--- src/rtl/otp_ctrl_pkg.sv ---
package otp_ctrl_pkg;
  localparam int unsigned WORD_W = 32;
  localparam int unsigned CMD_W  = 6;
  localparam int unsigned ADR_W  = 16;
  localparam int unsigned REG_AW = 8;

  typedef logic [WORD_W-1:0] word_t;

  localparam logic [CMD_W-1:0] OP_READ  = 6'h00;
  localparam logic [CMD_W-1:0] OP_ARM   = 6'h02;
  localparam logic [CMD_W-1:0] OP_DISARM = 6'h03;
  localparam logic [CMD_W-1:0] OP_PROG  = 6'h08;

  localparam logic [REG_AW-1:0] OFS_CTRL  = 8'h00;
  localparam logic [REG_AW-1:0] OFS_OP    = 8'h04;
  localparam logic [REG_AW-1:0] OFS_GO    = 8'h08;
  localparam logic [REG_AW-1:0] OFS_STAT  = 8'h0C;
  localparam logic [REG_AW-1:0] OFS_RDAT  = 8'h10;
  localparam logic [REG_AW-1:0] OFS_WADR  = 8'h28;
  localparam logic [REG_AW-1:0] OFS_WDAT  = 8'h2C;

  localparam int unsigned KEY_LEN = 4;
  localparam word_t KEY_VALS [KEY_LEN] = '{32'h0000_000F, 32'h0000_0004,
                                           32'h0000_0008, 32'h0000_000D};

  // Count of set bits in a data word.
  function automatic int unsigned ones_in(input word_t v);
    int unsigned n;
    n = 0;
    for (int i = 0; i < int'(WORD_W); i++) n = n + {31'b0, v[i]};
    return n;
  endfunction

  // Cycles from launch to done for a given command.
  function automatic int unsigned op_cycles(input logic [CMD_W-1:0] op, input word_t d,
                                            input int unsigned base, input int unsigned per,
                                            input int unsigned rlat);
    int unsigned c;
    if (op == OP_PROG)      c = base + per * ones_in(d);
    else if (op == OP_READ) c = rlat;
    else                    c = 1;
    if (c == 0) c = 1;
    return c;
  endfunction
endpackage

--- src/rtl/otp_regs.sv ---
module otp_regs
  import otp_ctrl_pkg::*;
(
  input  logic              clk,
  input  logic              rst_n,
  input  logic              bus_we,
  input  logic [REG_AW-1:0] bus_addr,
  input  word_t             bus_wdata,
  output word_t             bus_rdata,
  input  logic              seq_idle,
  input  logic              seq_done,
  input  logic              unlocked,
  input  word_t             rd_word,
  output logic              mode_en,
  output logic              start_q,
  output logic [CMD_W-1:0]  op_q,
  output logic [ADR_W-1:0]  adr_q,
  output word_t             wdat_q,
  output logic              launch
);
  logic wr_go;
  assign wr_go  = bus_we && (bus_addr == OFS_GO);
  assign launch = wr_go && bus_wdata[0] && !start_q && mode_en && seq_idle;

  always_ff @(posedge clk or negedge rst_n) begin
    if (!rst_n) begin
      mode_en <= 1'b0;
      start_q <= 1'b0;
      op_q    <= '0;
      adr_q   <= '0;
      wdat_q  <= '0;
    end else if (bus_we) begin
      case (bus_addr)
        OFS_CTRL: mode_en <= bus_wdata[0];
        OFS_OP:   op_q    <= bus_wdata[CMD_W-1:0];
        OFS_GO:   start_q <= bus_wdata[0];
        OFS_WADR: adr_q   <= bus_wdata[ADR_W-1:0];
        OFS_WDAT: wdat_q  <= bus_wdata;
        default: ;
      endcase
    end
  end

  always_comb begin
    case (bus_addr)
      OFS_CTRL: bus_rdata = {{(WORD_W-1){1'b0}}, mode_en};
      OFS_OP:   bus_rdata = {{(WORD_W-CMD_W){1'b0}}, op_q};
      OFS_GO:   bus_rdata = {{(WORD_W-1){1'b0}}, start_q};
      OFS_STAT: bus_rdata = {{(WORD_W-3){1'b0}}, unlocked, seq_done, 1'b0};
      OFS_RDAT: bus_rdata = rd_word;
      OFS_WADR: bus_rdata = {{(WORD_W-ADR_W){1'b0}}, adr_q};
      OFS_WDAT: bus_rdata = wdat_q;
      default:  bus_rdata = '0;
    endcase
  end
endmodule

--- src/rtl/otp_unlock.sv ---
module otp_unlock
  import otp_ctrl_pkg::*;
(
  input  logic             clk,
  input  logic             rst_n,
  input  logic             fin,
  input  logic [CMD_W-1:0] fin_op,
  input  word_t            fin_data,
  output logic             unlocked
);
  localparam int unsigned ST_W = $clog2(KEY_LEN);
  localparam logic [ST_W-1:0] LAST = ST_W'(KEY_LEN - 1);

  logic [ST_W-1:0] stage_q;
  logic            key_hit;

  assign key_hit = (fin_data == KEY_VALS[stage_q]);

  always_ff @(posedge clk or negedge rst_n) begin
    if (!rst_n) begin
      stage_q  <= '0;
      unlocked <= 1'b0;
    end else if (fin) begin
      if (fin_op == OP_DISARM) begin
        unlocked <= 1'b0;
        stage_q  <= '0;
      end else if (fin_op == OP_ARM) begin
        if (!key_hit) begin
          stage_q <= '0;
        end else if (stage_q == LAST) begin
          unlocked <= 1'b1;
          stage_q  <= '0;
        end else begin
          stage_q <= stage_q + 1'b1;
        end
      end else begin
        stage_q <= '0;
      end
    end
  end
endmodule

--- src/rtl/otp_array.sv ---
module otp_array
  import otp_ctrl_pkg::*;
#(
  parameter int unsigned DEPTH = 16,
  localparam int unsigned IDX_W = (DEPTH > 1) ? $clog2(DEPTH) : 1
) (
  input  logic             clk,
  input  logic             rst_n,
  input  logic             set_en,
  input  logic [IDX_W-1:0] set_idx,
  input  word_t            set_bits,
  input  logic [IDX_W-1:0] rd_idx,
  output word_t            rd_word
);
  word_t cells [DEPTH];

  for (genvar g = 0; g < int'(DEPTH); g++) begin : g_cell
    always_ff @(posedge clk or negedge rst_n) begin
      if (!rst_n)                                  cells[g] <= '0;
      else if (set_en && set_idx == IDX_W'(g))     cells[g] <= cells[g] | set_bits;
    end
  end

  assign rd_word = cells[rd_idx];
endmodule

--- src/rtl/otp_seq.sv ---
module otp_seq
  import otp_ctrl_pkg::*;
#(
  parameter int unsigned DEPTH    = 16,
  parameter int unsigned BASE_LAT = 4,
  parameter int unsigned BIT_LAT  = 1,
  parameter int unsigned READ_LAT = 2,
  localparam int unsigned IDX_W = (DEPTH > 1) ? $clog2(DEPTH) : 1,
  localparam int unsigned MAXLAT = BASE_LAT + BIT_LAT * WORD_W + READ_LAT + 1,
  localparam int unsigned CNT_W = $clog2(MAXLAT + 1)
) (
  input  logic             clk,
  input  logic             rst_n,
  input  logic             launch,
  input  logic [CMD_W-1:0] op_in,
  input  logic [ADR_W-1:0] adr_in,
  input  word_t            dat_in,
  input  logic             start_q,
  input  logic             unlocked,
  input  word_t            arr_word,
  output logic             idle,
  output logic             busy,
  output logic             done,
  output logic             fin,
  output logic [CMD_W-1:0] fin_op,
  output word_t            fin_data,
  output logic             arr_we,
  output logic [IDX_W-1:0] arr_idx,
  output word_t            rd_word
);
  typedef enum logic [1:0] {S_IDLE, S_BUSY, S_DONE} st_t;

  st_t              st_q;
  logic [CNT_W-1:0] cnt_q;
  logic [ADR_W-1:0] adr_l;
  logic             in_range;
  int unsigned      lat;

  assign idle     = (st_q == S_IDLE);
  assign busy     = (st_q == S_BUSY);
  assign done     = (st_q == S_DONE);
  assign fin      = busy && (cnt_q == '0);
  assign in_range = (adr_l < ADR_W'(DEPTH));
  assign arr_idx  = adr_l[IDX_W-1:0];
  assign arr_we   = fin && (fin_op == OP_PROG) && unlocked && in_range;
  assign lat      = op_cycles(op_in, dat_in, BASE_LAT, BIT_LAT, READ_LAT);

  always_ff @(posedge clk or negedge rst_n) begin
    if (!rst_n) begin
      st_q     <= S_IDLE;
      cnt_q    <= '0;
      adr_l    <= '0;
      fin_op   <= '0;
      fin_data <= '0;
      rd_word  <= '0;
    end else begin
      case (st_q)
        S_IDLE: if (launch) begin
          st_q     <= S_BUSY;
          cnt_q    <= CNT_W'(lat - 1);
          adr_l    <= adr_in;
          fin_op   <= op_in;
          fin_data <= dat_in;
        end
        S_BUSY: if (fin) begin
          st_q <= S_DONE;
          if (fin_op == OP_READ) rd_word <= in_range ? arr_word : '0;
        end else begin
          cnt_q <= cnt_q - 1'b1;
        end
        S_DONE: if (!start_q) st_q <= S_IDLE;
        default: st_q <= S_IDLE;
      endcase
    end
  end
endmodule

--- src/rtl/otp_word_ctrl.sv ---
module otp_word_ctrl
  import otp_ctrl_pkg::*;
#(
  parameter int unsigned DEPTH    = 16,
  parameter int unsigned BASE_LAT = 4,
  parameter int unsigned BIT_LAT  = 1,
  parameter int unsigned READ_LAT = 2
) (
  input  logic        clk,
  input  logic        rst_n,
  input  logic        bus_we,
  input  logic [7:0]  bus_addr,
  input  logic [31:0] bus_wdata,
  output logic [31:0] bus_rdata
);
  localparam int unsigned IDX_W = (DEPTH > 1) ? $clog2(DEPTH) : 1;

  logic             mode_en, start_q, launch;
  logic [CMD_W-1:0] op_q, fin_op;
  logic [ADR_W-1:0] adr_q;
  word_t            wdat_q, fin_data, arr_word, rd_word;
  logic             seq_idle, busy, done, fin, unlocked, arr_we;
  logic [IDX_W-1:0] arr_idx;

  otp_regs u_regs (
    .clk(clk), .rst_n(rst_n), .bus_we(bus_we), .bus_addr(bus_addr),
    .bus_wdata(bus_wdata), .bus_rdata(bus_rdata), .seq_idle(seq_idle),
    .seq_done(done), .unlocked(unlocked), .rd_word(rd_word),
    .mode_en(mode_en), .start_q(start_q), .op_q(op_q), .adr_q(adr_q),
    .wdat_q(wdat_q), .launch(launch)
  );

  otp_seq #(.DEPTH(DEPTH), .BASE_LAT(BASE_LAT), .BIT_LAT(BIT_LAT), .READ_LAT(READ_LAT)) u_seq (
    .clk(clk), .rst_n(rst_n), .launch(launch), .op_in(op_q), .adr_in(adr_q),
    .dat_in(wdat_q), .start_q(start_q), .unlocked(unlocked), .arr_word(arr_word),
    .idle(seq_idle), .busy(busy), .done(done), .fin(fin), .fin_op(fin_op),
    .fin_data(fin_data), .arr_we(arr_we), .arr_idx(arr_idx), .rd_word(rd_word)
  );

  otp_unlock u_unlock (
    .clk(clk), .rst_n(rst_n), .fin(fin), .fin_op(fin_op), .fin_data(fin_data),
    .unlocked(unlocked)
  );

  otp_array #(.DEPTH(DEPTH)) u_array (
    .clk(clk), .rst_n(rst_n), .set_en(arr_we), .set_idx(arr_idx),
    .set_bits(fin_data), .rd_idx(arr_idx), .rd_word(arr_word)
  );
endmodule

--- config.mk ---
export PLATFORM = sky130hd
export DESIGN_NAME = otp_word_ctrl
export DESIGN_NICKNAME = d
export VERILOG_FILES = /design/src/rtl/otp_ctrl_pkg.sv /design/src/rtl/otp_regs.sv /design/src/rtl/otp_unlock.sv /design/src/rtl/otp_array.sv /design/src/rtl/otp_seq.sv /design/src/rtl/otp_word_ctrl.sv
export SDC_FILE = /design/constraint.sdc
export NUM_CORES = 1
export LEC_CHECK = 0
export ABC_AREA = 0
export ABC_CLOCK_PERIOD_IN_PS = 7000
export BUFFER_PORTS_ARGS = -buffer_cell sky130_fd_sc_hd__buf_4
export CELL_PAD_IN_SITES_DETAIL_PLACEMENT = 1
export CELL_PAD_IN_SITES_GLOBAL_PLACEMENT = 1
export CORE_ASPECT_RATIO = 0.5
export CORE_MARGIN = 8
export CORE_UTILIZATION = 23
export CTS_BUF_LIST = sky130_fd_sc_hd__clkbuf_8
export DETAILED_ROUTE_END_ITERATION = 8
export PLACE_DENSITY_LB_ADDON = 0.05
export REMOVE_ABC_BUFFERS = 1
export SLEW_MARGIN = 10
export SYNTH_ARGS = -nofsm -noshare
export SYNTH_HDL_FRONTEND = slang
export SYNTH_SLANG_ARGS = --single-unit
--- constraint.sdc ---
create_clock -name clk -period 7 [get_ports clk]
set_clock_uncertainty 0.2 [all_clocks]
set_input_delay 1.4 -clock clk [delete_from_list [all_inputs] [get_ports clk]]
set_output_delay 1.4 -clock clk [all_outputs]
set_load 0.01 [all_outputs]
==> impl_metrics.tcl <==
set metrics [dict create \
    status "complete, no violations" \
    finalSetupViolations 0 \
    initial_core_util_pct 23.1 \
    cts-root-buf "clkbuf_8" \
    antenna_found_initial 6 \
    clock_latency_ps 810 \
    fp.dieW_um 519 \
    clkTransAtPathRegs_ps 60 \
    tightest_slew_ps 992 \
    synth_area_um2 29000 \
    grt_pass1_wl_um 158000 \
    ys_ff_latch 665 \
    cts_buffer_depth 3 \
    post-route-period-util_pct 95.2 \
    grt_max_degree 110 \
    htree_num_levels 3 \
    synth.area.top_cells "dfrtp_1, a21o_1, mux4_2" \
    drive_gt1_share_pct 24.7 \
    post-place-cells 3757 \
    die_y_um 267 \
    gp_congestion 0.715 \
    die_area_um2 139000 \
    port_buffers 74 \
    routed_wl_um 109000 \
    yosys_warnings 0 \
    numCtsBuffers 115 \
    boundaryPins 75 \
    cts_tree "built" \
    avgSynthCellArea_um2 13.7 \
    yosys.area.top_type_share_pct 57.3 \
    row_count 92 \
    hp-class "reg -> reg" \
    first_global_vias 20100 \
    hp-start "u_array.cells[429]$_DFFE_PN0P_" \
    path_max_fanout 4 \
    p_leak_nw 19.7 \
    synth-seq-area-share_pct 57.3 \
    fillers 13400 \
    vias 18100 \
    wire_per_inst_um 27.4 \
    cts.sinks 665 \
    ant_nets 0 \
    synthFlopType "dfrtp_1" \
    syn_inst 2122 \
    first_pass_iters 5 \
    post-place-ws_ps 177 \
    seqCellArea_um2 16700 \
    finalInstanceArea_um2 33900 \
    vias_per_cell 4.56 \
    ir_worst_vdd_mv 0.126 \
    rsz0062_at_grt "no" \
    dp_hpwl_um 64100 \
    drt_iter0_markers 1136 \
    max_freq_ghz 0.150 \
    async_reset_ff_share_pct 100 \
    cp.arrival_ps 7120 \
    synthDistinctLibCells 53 \
    drv_slew 0 \
    cp_data_required_time_ps 7450 \
    core_um2 126000 \
    final_cells 3971 \
    hold_viol 0 \
    slew_headroom_pct 33.3 \
    yosys.area.top_type "dfrtp_1" \
    hold_path_depth 1 \
    nNetsFinal 2265 \
    critPathCaptureType "flop" \
    rrSetupSlack_ps 330 \
    r2r_cells 21 \
    placement.cell_area_um2 31400 \
    multi_input_area_um2 11100 \
    fin_setup_tns_ps 0 \
    p_total_mw 8.11 \
    min_delay_worst_endpoint "u_array.cells[429]$_DFFE_PN0P_" \
    post-route-min-period_ps 6670 \
    synth_edf_count 0 \
    setup.worst_path.start_class "flop" \
    r2r-end "u_seq.cnt_q[4]$_DFFE_PN0P_" \
    powerDensity_nw_per_um2 239 \
    worstSetupPathType "reg -> reg" \
    rr_startpoint "u_regs.wdat_q[1]$_DFFE_PN0P_" \
    grt_usage_pct 15.7 \
    fin_ws_ps 334 \
    drc 0 \
    syn_to_final_growth_pct 16.8 \
    cap_viol_max_count 0 \
    post-cts-setup-buffers 0 \
    overflow 0 \
]
==> synth_stat cells (all sizes together), types with 2 or more instances <==
cell / n
nor2: 20
or4b: 2
nor4: 17
buf: 88
nand2b: 8
and3: 2
ha: 15
mux2i: 5
nand3: 9
xor2: 4
clkbuf: 101
xnor2: 5
inv: 89
nand4: 4
nand2: 184
a22o: 18
a21o: 513
nor3: 18
dfrtp: 665
and2: 2
or4: 3
nor2b: 3
or2: 3
a222oi: 10
mux2: 58
a221o: 3
nor4b: 2
a2111oi: 2
mux4: 160
a21oi: 12
fa: 25
o21ai: 60
==> kinds of logic (layout without fill, tap and decap cells) <==
family,after synthesis,count (layout),synth area share (%)
XOR/XNOR,9,9,0.271
buffers and inverters,278,434,4.52
AND/OR/NAND/NOR,279,279,4.88
AO/OA/AOI/OAI,628,628,15.8
adder cells (fa/ha/maj),40,40,2.37
other,0,1,0
multiplexers,223,223,14.8
flip-flops,665,665,57.3
==> sequential cells by signal, indices dropped and copies added, names as in the netlist <==
register,cells
u_regs.mode_en,1
u_regs.adr_q,16
u_regs.start_q,1
u_seq.rd_word,32
u_unlock.stage_q,2
u_seq.adr_l,16
u_seq.st_q,2
u_seq.cnt_q,6
u_unlock.unlocked,1
u_regs.op_q,6
u_array.cells,512
u_seq.fin_op,6
u_regs.wdat_q,32
u_seq.fin_data,32
==> placed cells by master, fill, tap and decap left out, types with 10 or more instances in the layout <==
master	instances
clkbuf_8	160
mux4_2	160
a21o_1	513
dfrtp_1	661
nor4_1	11
o21ai_0	60
a21oi_1	12
nor3_4	13
nand2_1	183
buf_4	117
clkinv_2	15
buf_12	14
mux2_2	58
inv_1	122
a222oi_1	10
fa_1	25
a22o_1	18
nor2_1	19
ha_1	15
==> per-stage QoR <==
| stage | utilization (%) | hold slack, ps |
|---|---|---|
| finish | 27.0 | 249 |
| global route | 27.0 | 261 |
| floorplan | - | 223 |
| global placement | 25.0 | 232 |
| detailed placement | 25.0 | 239 |
| CTS | 27.0 | 253 |
==> worst max path at each step <==
stage,startpoint,end,slack (ps),cells after the start
after floorplan,u_seq.adr_l[0]$_DFFE_PN0P_,u_array.cells[128]$_DFFE_PN0P_,-970,3
after global placement,u_regs.wdat_q[1]$_DFFE_PN0P_,u_seq.cnt_q[4]$_DFFE_PN0P_,220,21
after detailed placement,u_regs.wdat_q[1]$_DFFE_PN0P_,u_seq.cnt_q[4]$_DFFE_PN0P_,180,21
after CTS,u_regs.wdat_q[1]$_DFFE_PN0P_,u_seq.cnt_q[4]$_DFFE_PN0P_,150,21
after global routing,u_regs.wdat_q[1]$_DFFE_PN0P_,u_seq.cnt_q[4]$_DFFE_PN0P_,30,21
final,u_regs.wdat_q[1]$_DFFE_PN0P_,u_seq.cnt_q[4]$_DFFE_PN0P_,330,21
==> final cells by class <==
class                      instances  share of cell area (%)
sequential                       665                    49.1
multi-input combinational       1179                    32.9
clock buffer                     160                    6.49
tap                             1692                    6.24
timing repair buffer             132                    3.46
inverter                          89                   0.985
clock inverter                    53                   0.870
antenna                            1                 0.00738
==> where the power goes <==
part           switching (mW)  leakage [nW]  internal, mW
clock                    1.80          1.43          2.10
sequential             0.0213          9.27          3.86
combinational           0.215          9.03         0.109
==> metal layers <==
metal  GRT usage (%)  wire [µm]
met5               0          0
met4            3.35       1850
met3            2.54       2900
met2            24.3      48900
met1            23.2      55200
==> what timing repair did <==
item / 4_1_cts / 5_1_grt
resized for setup: 0 / 1
hold buffers: 0 / 0
endpoints found under the setup margin: 0 / 2
==> worst max-delay path, cell delays in order, from the launching register on <==
cell      delay, ps
dfrtp_1         430
ha_1            290
inv_1            50
fa_1            540
fa_1            560
fa_1            530
fa_1            530
fa_1            530
fa_1            550
inv_1            60
fa_1            430
inv_1            80
fa_1            200
xor2_1          230
nand3_1         110
a21o_1          180
o311ai_1        310
o21ai_0         180
ha_1            240
nand3_1          90
xor2_1          150
a21oi_1          80
(Power assumes the default switching activity.)
